[config.mk]
export PLATFORM = sky130hd
export DESIGN_NAME = smi_sequencer
export DESIGN_NICKNAME = d
export VERILOG_FILES = /design/src/rtl/smi_pkg.sv /design/src/rtl/smi_xfer_path.sv /design/src/rtl/smi_seq_ctrl.sv /design/src/rtl/smi_sequencer.sv
export SDC_FILE = /design/constraint.sdc
export NUM_CORES = 1
export LEC_CHECK = 0
export BUFFER_PORTS_ARGS = -buffer_cell sky130_fd_sc_hd__buf_2
export CORE_MARGIN = 2
export CORE_UTILIZATION = 47
export DETAILED_ROUTE_END_ITERATION = 8
export PLACE_DENSITY = 0.78
export SYNTH_ARGS = -nofsm -noshare
export SYNTH_HDL_FRONTEND = slang
export SYNTH_SLANG_ARGS = --single-unit
[constraint.sdc]
create_clock -name clk -period 2.11 [get_ports clk]
set_input_delay 0.211 -clock clk [delete_from_list [all_inputs] [get_ports clk]]
set_output_delay 0.211 -clock clk [all_outputs]
set_load 0.02 [all_outputs]
[src/rtl/smi_pkg.sv]
package smi_pkg;

  typedef enum logic [1:0] {
    PH_IDLE    = 2'd0,
    PH_SAVE    = 2'd1,
    PH_EXEC    = 2'd2,
    PH_RESTORE = 2'd3
  } phase_e;

  typedef struct packed {
    logic clrIdx;
    logic incIdx;
    logic selEntry;
  } dpStrobe_t;

endpackage

[src/rtl/smi_xfer_path.sv]
module smi_xfer_path
  import smi_pkg::*;
#(
  parameter int unsigned ADDR_W = 24,
  parameter int unsigned CNT_A  = 102,
  parameter int unsigned CNT_B  = 12,
  parameter int unsigned BASE_A = 32'h060000,
  parameter int unsigned BASE_B = 32'h060100,
  parameter int unsigned STEP   = 2,
  parameter int unsigned ENTRY  = 32'hFFFFF0
) (
  input  logic              clk,
  input  logic              rstN,
  input  dpStrobe_t         strb,
  output logic              lastXfer,
  output logic [ADDR_W-1:0] mgmtAddr
);

  localparam int unsigned TOTAL = CNT_A + CNT_B;
  localparam int unsigned IDX_W = $clog2(TOTAL);
  localparam int unsigned HI_A  = BASE_A + (CNT_A - 1) * STEP;
  localparam int unsigned HI_B  = BASE_B + (CNT_B - 1) * STEP;

  logic [IDX_W-1:0]  idx;
  logic [ADDR_W-1:0] xferAddr;

  always_ff @(posedge clk) begin
    if (!rstN)            idx <= '0;
    else if (strb.clrIdx) idx <= '0;
    else if (strb.incIdx) idx <= idx + 1'b1;
  end

  assign lastXfer = (idx == IDX_W'(TOTAL - 1));

  always_comb begin
    if (idx < IDX_W'(CNT_A))
      xferAddr = ADDR_W'(BASE_A) + ADDR_W'(idx) * ADDR_W'(STEP);
    else
      xferAddr = ADDR_W'(BASE_B) + ADDR_W'(idx - IDX_W'(CNT_A)) * ADDR_W'(STEP);
  end

  assign mgmtAddr = strb.selEntry ? ADDR_W'(ENTRY) : xferAddr;

  AST_IDX_BOUND: assert property (@(posedge clk) disable iff (!rstN)
    idx <= IDX_W'(TOTAL - 1));

  AST_IDX_STEP: assert property (@(posedge clk) disable iff (!rstN)
    (strb.incIdx && !strb.clrIdx) |=> idx == $past(idx) + 1'b1);

  AST_ADDR_WINDOW: assert property (@(posedge clk) disable iff (!rstN)
    !strb.selEntry |-> ((mgmtAddr >= ADDR_W'(BASE_A) && mgmtAddr <= ADDR_W'(HI_A)) ||
                        (mgmtAddr >= ADDR_W'(BASE_B) && mgmtAddr <= ADDR_W'(HI_B))));

endmodule

[src/rtl/smi_seq_ctrl.sv]
module smi_seq_ctrl
  import smi_pkg::*;
(
  input  logic      clk,
  input  logic      rstN,
  input  logic      irqLineIn,
  input  logic      opDone,
  input  logic      swSmiOp,
  input  logic      swSmiEn,
  input  logic      mgmtRdy,
  input  logic      restoreCmd,
  input  logic      restoreBaseOk,
  input  logic      lastXfer,
  output dpStrobe_t strb,
  output logic      mgmtAds,
  output logic      lineOe,
  output logic      lineDrive,
  output phase_e    phase,
  output logic      intMask
);

  typedef enum logic [2:0] {
    C_IDLE, C_SAVE_ADS, C_SAVE_WAIT, C_EXEC,
    C_RST_ADS, C_RST_WAIT, C_REL1, C_REL2
  } ctrl_e;

  ctrl_e state, stateNxt;
  logic  pending;
  logic  reqNow;

  assign reqNow = !irqLineIn || (swSmiOp && swSmiEn);

  always_ff @(posedge clk) begin
    if (!rstN)               pending <= 1'b0;
    else if (state == C_IDLE) pending <= (pending || reqNow) && !opDone;
    else                     pending <= 1'b0;
  end

  always_comb begin
    stateNxt      = state;
    strb          = '0;
    strb.selEntry = (state == C_EXEC);
    unique case (state)
      C_IDLE:
        if (opDone && (reqNow || pending)) begin
          stateNxt    = C_SAVE_ADS;
          strb.clrIdx = 1'b1;
        end
      C_SAVE_ADS: stateNxt = C_SAVE_WAIT;
      C_SAVE_WAIT:
        if (mgmtRdy) begin
          if (lastXfer) stateNxt = C_EXEC;
          else begin
            stateNxt    = C_SAVE_ADS;
            strb.incIdx = 1'b1;
          end
        end
      C_EXEC:
        if (restoreCmd && restoreBaseOk) begin
          stateNxt    = C_RST_ADS;
          strb.clrIdx = 1'b1;
        end
      C_RST_ADS: stateNxt = C_RST_WAIT;
      C_RST_WAIT:
        if (mgmtRdy) begin
          if (lastXfer) stateNxt = C_REL1;
          else begin
            stateNxt    = C_RST_ADS;
            strb.incIdx = 1'b1;
          end
        end
      C_REL1: stateNxt = C_REL2;
      C_REL2: stateNxt = C_IDLE;
      default: stateNxt = C_IDLE;
    endcase
  end

  always_ff @(posedge clk) begin
    if (!rstN) state <= C_IDLE;
    else       state <= stateNxt;
  end

  always_comb begin
    unique case (state)
      C_IDLE:                  phase = PH_IDLE;
      C_SAVE_ADS, C_SAVE_WAIT: phase = PH_SAVE;
      C_EXEC:                  phase = PH_EXEC;
      default:                 phase = PH_RESTORE;
    endcase
  end

  assign mgmtAds   = (state == C_SAVE_ADS) || (state == C_RST_ADS);
  assign lineOe    = (state != C_IDLE);
  assign lineDrive = (state == C_REL1) || (state == C_REL2);
  assign intMask   = (state != C_IDLE);

  AST_ADS_PULSE: assert property (@(posedge clk) disable iff (!rstN)
    mgmtAds |=> !mgmtAds);

  AST_ENTER_ON_DONE: assert property (@(posedge clk) disable iff (!rstN)
    $rose(lineOe) |-> $past(opDone));

  AST_RELEASE_TWO_HIGH: assert property (@(posedge clk) disable iff (!rstN)
    $fell(lineOe) |-> ($past(lineDrive) && $past(lineDrive, 2)));

  AST_EXEC_AFTER_SAVE: assert property (@(posedge clk) disable iff (!rstN)
    (phase == PH_EXEC && $past(phase) != PH_EXEC) |-> $past(phase) == PH_SAVE);

  AST_RESTORE_GATED: assert property (@(posedge clk) disable iff (!rstN)
    (phase == PH_RESTORE && $past(phase) == PH_EXEC) |-> $past(restoreCmd && restoreBaseOk));

endmodule

[src/rtl/smi_sequencer.sv]
module smi_sequencer
  import smi_pkg::*;
#(
  parameter int unsigned ADDR_W = 24,
  parameter int unsigned CNT_A  = 102,
  parameter int unsigned CNT_B  = 12,
  parameter int unsigned BASE_A = 32'h060000,
  parameter int unsigned BASE_B = 32'h060100,
  parameter int unsigned STEP   = 2,
  parameter int unsigned ENTRY  = 32'hFFFFF0
) (
  input  logic              clk,
  input  logic              rstN,
  input  logic              irqLineIn,
  input  logic              opDone,
  input  logic              swSmiOp,
  input  logic              swSmiEn,
  input  logic              mgmtRdy,
  input  logic              restoreCmd,
  input  logic              restoreBaseOk,
  output logic              mgmtAds,
  output logic [ADDR_W-1:0] mgmtAddr,
  output logic              lineOe,
  output logic              lineDrive,
  output logic [1:0]        phase,
  output logic              intMask
);

  dpStrobe_t strb;
  logic      lastXfer;
  phase_e    phaseInt;

  smi_seq_ctrl u_ctrl (
    .clk(clk), .rstN(rstN), .irqLineIn(irqLineIn), .opDone(opDone),
    .swSmiOp(swSmiOp), .swSmiEn(swSmiEn), .mgmtRdy(mgmtRdy),
    .restoreCmd(restoreCmd), .restoreBaseOk(restoreBaseOk),
    .lastXfer(lastXfer), .strb(strb), .mgmtAds(mgmtAds), .lineOe(lineOe),
    .lineDrive(lineDrive), .phase(phaseInt), .intMask(intMask)
  );

  smi_xfer_path #(
    .ADDR_W(ADDR_W), .CNT_A(CNT_A), .CNT_B(CNT_B), .BASE_A(BASE_A),
    .BASE_B(BASE_B), .STEP(STEP), .ENTRY(ENTRY)
  ) u_path (
    .clk(clk), .rstN(rstN), .strb(strb), .lastXfer(lastXfer), .mgmtAddr(mgmtAddr)
  );

  assign phase = phaseInt;

  AST_ENTRY_ADDR: assert property (@(posedge clk) disable iff (!rstN)
    (phaseInt == PH_EXEC) |-> mgmtAddr == ADDR_W'(ENTRY));

  AST_LINE_LOW_ACTIVE: assert property (@(posedge clk) disable iff (!rstN)
    (phaseInt == PH_SAVE || phaseInt == PH_EXEC) |-> (lineOe && !lineDrive));

endmodule

# Yosys cells after proc, flatten, opt, wreduce, memory -nomap -nowiden
# Index checks and enable logic that the tools add are counted.
[totals] reg_bits=11 input_bits=9 output_inout_bits=30 wordCells=54
[op_classes] addsub=4 n_lt_le_gt_ge=1 eq_ne=12 mux=16 n_bitwise=1 reduce_logical=17
[op_table] cell="two-way mux 24 bit" count=2
[op_table] cell="adder 19 x 24 -> 24 bit, first input constant" count=1
[op_table] cell="case mux 3 bit (8 select lines)" count=1
[op_table] cell="adder 19 x 8 -> 20 bit, first input constant" count=1
[op_table] cell="equality test 3 bit, second input constant" count=4
[op_table] cell="two-way mux 3 bit" count=4
[op_table] cell="!= test 2 bit, second input constant" count=4
[op_table] cell="subtractor 7 x 7 -> 8 bit, second input constant" count=1
[op_table] cell="adder 7 x 1 -> 7 bit, second input constant" count=1
[op_table] cell="equality test 7 bit, second input constant" count=1
[op_table] cell="less-than comparator 7 bit, second input constant" count=1
[op_table] cell="equality test 3 x 2 -> 1 bit, second input constant" count=2
[op_table] cell="case mux 2 bit (3 select lines)" count=1
[op_table] cell="OR reduction 2 bit" count=3
[op_table] cell="two-way mux 1 bit" count=5
[op_table] cell="logical AND 1 bit" count=4
[op_table] cell="logical OR 1 bit" count=4
[op_table] cell="two-way mux 2 bit" count=2
[op_table] cell="AND reduction 4 bit" count=1
[op_table] cell="equality test 3 x 1 -> 1 bit, second input constant" count=1
[op_table] cell="zero test 3 bit" count=1
[op_table] cell="nonzero test 3 bit" count=1
[op_table] cell="zero test 1 bit" count=2
[op_table] cell="case mux 1 bit (2 select lines)" count=1
[op_table] cell="other kinds (2)" count=2

# Longest topological paths before layout
[logic_depth] ltp_word=7 ltp_mapped=8

# Cells and area by module
# From an unflattened synthesis, not the netlist that was laid out.
[unflattened] hier_cells=122 area_unflattened_um2=947.2
[modules_own_cells] module="smi_xfer_path" n_inst=1 cells_each=75 area_each_um2=594.3 seq_area_each_um2=140.1
[modules_own_cells] module="smi_seq_ctrl" n_inst=1 cells_each=47 area_each_um2=352.8 seq_area_each_um2=80.1

# Worst setup path before layout
# Ideal clock, no wire load.
[synth_path] path_type="register -> output" from="register u_path.idx[2]" to="output port mgmtAddr[3]" arrival_time_ns=1.437 required_ns=1.899 slack_ns=0.462 stages_incl_launch_ff=5 path_buffers=0 cell_sequence="dfxtp_1 -> and2_1 -> o311ai_0 -> nand2_1 -> a21oi_1"
[synth_between] elab_chain_len=4 word_cells_on_any_way=6 classes_between="3 x add/sub; 1 x order compare; 2 x mux"
[synth_lines] element="start: declaration" line="smi_xfer_path.sv:24" rtl="logic [IDX_W-1:0] idx;"
[synth_lines] element="start signal: assignment" line="smi_xfer_path.sv:30" rtl="else if (strb.incIdx) idx <= idx + 1'b1;"
[synth_lines] element="subtractor 7 x 7 -> 8 bit" line="smi_xfer_path.sv:39" rtl="xferAddr = ADDR_W'(BASE_B) + ADDR_W'(idx - IDX_W'(CNT_A)) * ADDR_W'(STEP);"
[synth_lines] element="adder 19 x 24 -> 24 bit" line="smi_xfer_path.sv:39"
[synth_lines] element="two-way mux 24 bit (*)" line="smi_xfer_path.sv:36" rtl="if (idx < IDX_W'(CNT_A))"
[synth_lines] element="two-way mux 24 bit (*)" line="smi_xfer_path.sv:42" rtl="assign mgmtAddr = strb.selEntry ? ADDR_W'(ENTRY) : xferAddr;"
[synth_lines] element="end: declaration" line="smi_sequencer.sv:22" rtl="output logic [ADDR_W-1:0] mgmtAddr,"
# Every way passes the cells marked *; elsewhere a longest branch is shown, timed or not.

# Final worst setup path
# Ends and elaborated chain as after synthesis.

==> insert_results.sql <==
INSERT INTO impl_metrics (metric_group, metric, value, unit) VALUES
('synth', 'synth-main-ff-cell', 'sky130_fd_sc_hd__dfxtp_1', ''),
('cts', 'worstSkewPairLatency', '270', 'ps'),
('status', 'status', 'finished, final reports clean', ''),
('placed_design', 'dp_hpwl', '1522', 'um'),
('drt', 'routedWlPerCell', '11.34', 'um'),
('cts', 'clock_tree.root_cell', 'sky130_fd_sc_hd__clkbuf_4', ''),
('cells_and_area', 'filler_cell_count', '189', ''),
('timing', 'hold_ws', '114.7', 'ps'),
('cts', 'cts_buffer_depth', '2', ''),
('hold_path', 'beginning_of_the_worst_hold_path', 'opDone', ''),
('cells_and_area', 'mostFrequentLayoutCells', 'sky130_fd_sc_hd__buf_2 (35), sky130_fd_sc_hd__nand2_1 (15), sky130_fd_sc_hd__dfxtp_1 (11), sky130_fd_sc_hd__nor2_1 (10), sky130_fd_sc_hd__xnor2_1 (7)', ''),
('global_route', 'grt_max_degree', '20', ''),
('timing', 'fmax', '511.0', 'MHz'),
('critical_path', 'worst-endpoint-arrival', '1750', 'ps'),
('critical_path', 'timing_worst_setup_path_type', 'reg -> out', ''),
('drt', 'drt_pass1_iterations', '4', ''),
('hold_path', 'hold_path.class', 'in -> reg', ''),
('cts', 'cts_made_buffers', '3', ''),
('cells_and_area', 'finish.net_count', '149', ''),
('power_and_ir_drop', 'power.share.sequential', '33.8', '%'),
('placed_design', 'place.detailed.instances', '159', ''),
('die', 'rows', '16', ''),
('cells_and_area', 'layout.cells.most_common', 'sky130_fd_sc_hd__buf_2', ''),
('hold_path', 'hold_end', 'u_ctrl.pending', ''),
('power_and_ir_drop', 'p_int', '0.0004440', 'W'),
('drt', 'detailedRoute.firstIterationViolations', '8', ''),
('placed_design', 'place.port_buffers', '35', ''),
('global_route', 'grt_antenna_before_repair', '0', ''),
('synth', 'syn_area', '950.9', 'um^2'),
('die', 'dieHeight', '48.98', 'um'),
('cells_and_area', 'final-instance-count-excl-fill', '163', ''),
('timing', 'min_period', '1957', 'ps'),
('synth', 'number_of_enable_flip_flop_cells_after_synthesis', '0', ''),
('power_and_ir_drop', 'power.leakage', '0.5800', 'nW'),
('power_and_ir_drop', 'combPwrFrac', '46.9', '%'),
('critical_path', 'reg2reg_from', 'u_ctrl.state[2]', ''),
('timing', 'final-max-slew-violation-count', '0', ''),
('global_route', 'globalRouteTotalUtil', '16.28', '%'),
('power_and_ir_drop', 'power_frac_clock', '19.3', '%'),
('cts', 'tritoncts', 'yes', ''),
('synth', 'yosysWarnings', '0', ''),
('synth', 'synthCells', '117', ''),
('die', 'die_width', '48.98', 'um'),
('die', 'floorplan.initialDensity', '48.97', '%'),
('cts', 'clock_sinks', '11', ''),
('drt', 'drcViolationCount', '0', ''),
('critical_path', 'register_to_register_setup_slack', '390', 'ps'),
('cts', 'ctsHtreeMaxLevel', '1', ''),
('timing', 'count_of_final_setup_violators', '0', ''),
('synth', 'synth_sequential_area_ratio', '23.16', '%'),
('cells_and_area', 'antenna-diode-count', '0', ''),
('hold_path', 'whs_path_depth', '2', ''),
('timing', 'hold_violations', '0', ''),
('timing', 'rsz_0062_raised_after_global_routing', 'no', ''),
('timing', 'post-route-period-util', '92.74', '%'),
('die', 'core_area', '1942', 'um^2'),
('drt', 'detail-route-antenna-nets', '0', ''),
('power_and_ir_drop', 'power_density', '731.9', 'nW/um^2'),
('flow_run', 'cap_violations', '0', ''),
('synth', 'ys_ff_latch', '11', ''),
('synth', 'async_reset_ff_share', '0', '%'),
('critical_path', 'critical_path.max_fanout', '7', ''),
('timing', 'clock-skew-final', '3.460', 'ps'),
('cells_and_area', 'areaGrowthSynthToFinish', '8.947', '%'),
('timing', 'setup_tns', '0', 'ps'),
('critical_path', 'critPathCaptureType', 'output pin', ''),
('global_route', 'grt_first_pass_wirelength', '3070', 'um'),
('synth', 'number_of_different_library_cells_in_the_post_synthesis_netlist', '44', ''),
('cts', 'hold_buffers', '0', ''),
('cells_and_area', 'drive_gt1_share', '36.03', '%'),
('die', 'floorplan.io_pins', '39', '');
repair_timing:
action                     in CTS  in global routing
hold endpoints to repair        0                  0
setup buffers                   0                  0
setup endpoints to repair       2                  0
resized for setup               1                  0
worst max path at each step:
stage,cells after the start,endpoint,startpoint
2_1_floorplan,4,mgmtAddr[3],u_path.idx[2]
3_3_place_gp,6,mgmtAddr[4],u_path.idx[2]
3_5_place_dp,6,mgmtAddr[4],u_path.idx[2]
4_1_cts,6,mgmtAddr[4],u_path.idx[2]
5_1_grt,6,mgmtAddr[4],u_path.idx[2]
6_report,5,mgmtAddr[3],u_path.idx[2]
sequential cells by signal, indices dropped and copies added, names as in the netlist:
name,cells
u_ctrl.state,3
u_path.idx,7
u_ctrl.pending,1
Yosys cell counts (2+ instances only):
cell                      instances  area (um^2)
sky130_fd_sc_hd__buf_2            3        15.01
sky130_fd_sc_hd__xor2_1           3        26.28
sky130_fd_sc_hd__nor2_1          10        37.54
sky130_fd_sc_hd__a31oi_1          2        12.51
sky130_fd_sc_hd__a21oi_1          2        10.01
sky130_fd_sc_hd__and3_1           2        12.51
sky130_fd_sc_hd__and2_1           2        12.51
sky130_fd_sc_hd__inv_1            4        15.01
sky130_fd_sc_hd__conb_1           2        7.510
sky130_fd_sc_hd__and3b_1          2        17.52
sky130_fd_sc_hd__buf_4           17        127.6
sky130_fd_sc_hd__a21o_1           2        15.01
sky130_fd_sc_hd__nand4_1          2        12.51
sky130_fd_sc_hd__dfxtp_1         11        220.2
sky130_fd_sc_hd__o31ai_1          2        15.01
sky130_fd_sc_hd__nand2_1         15        56.30
sky130_fd_sc_hd__xnor2_1          7        61.31
sky130_fd_sc_hd__ha_1             3        37.54
worst max-delay path, cell delays in order, from the launching register on:
cell	delay, ps
sky130_fd_sc_hd__dfxtp_1	380
sky130_fd_sc_hd__and2_1	210
sky130_fd_sc_hd__o311ai_1	410
sky130_fd_sc_hd__nand2_1	100
sky130_fd_sc_hd__a21oi_1	190
sky130_fd_sc_hd__buf_2	190
routing by layer:
| layer | share of wire (%) | vias up | track usage, % |
|---|---|---|---|
| met1 | 44 | 358 | 20.15 |
| met2 | 50 | 24 | 28.31 |
| met4 | 1.8 | 0 | 5.714 |
| met5 | 0 | - | 0 |
| li1 | - | 416 | - |
| met3 | 4.8 | 5 | 2.761 |
stage by stage:
| step | setup WS [ps] | cell area (um^2) | utilization (%) |
|---|---|---|---|
| after CTS | 153.7 | 1036 | 53.35 |
| after global routing | 13.29 | 1036 | 53.35 |
| final | 153.2 | 1036 | 53.35 |
| after floorplan | 462.4 | 954.7 | - |
| after global placement | 348.8 | 1010 | 52.00 |
| after detailed placement | 287.8 | 1010 | 52.00 |
power by group through the flow:
| stage | Combinational (W) | Clock, W | Sequential (W) |
|---|---|---|---|
| floorplan | 0.000335 | 0 | 0.000242 |
| global placement | 0.000355 | 0 | 0.000258 |
| detailed placement | 0.000358 | 0 | 0.000261 |
| CTS | 0.000360 | 0.000151 | 0.000256 |
| global route | 0.000387 | 0.000162 | 0.000263 |
| finish | 0.000355 | 0.000147 | 0.000256 |
logic make-up after synthesis:
family                     synth area share (%)
xor gates and xnor gates                  9.211
DFF                                       23.16
buffers and inverters                     18.16
other                                    0.7898
and+or+nand+nor                           28.55
adders and majority gates                 3.948
AOI/OAI and AO/OA                         16.18
layout make-up:
| class | instances | area, um^2 | share of cell area [%] |
|---|---|---|---|
| multi-input cells | 81 | 561.8 | 54.23 |
| flip-flops and latches | 11 | 220.2 | 21.26 |
| repair buffers | 35 | 175.2 | 16.91 |
| well taps | 27 | 33.78 | 3.261 |
| clock buffers | 4 | 26.28 | 2.536 |
| inverters | 5 | 18.77 | 1.812 |
Power figures use the tool's default switching activity.
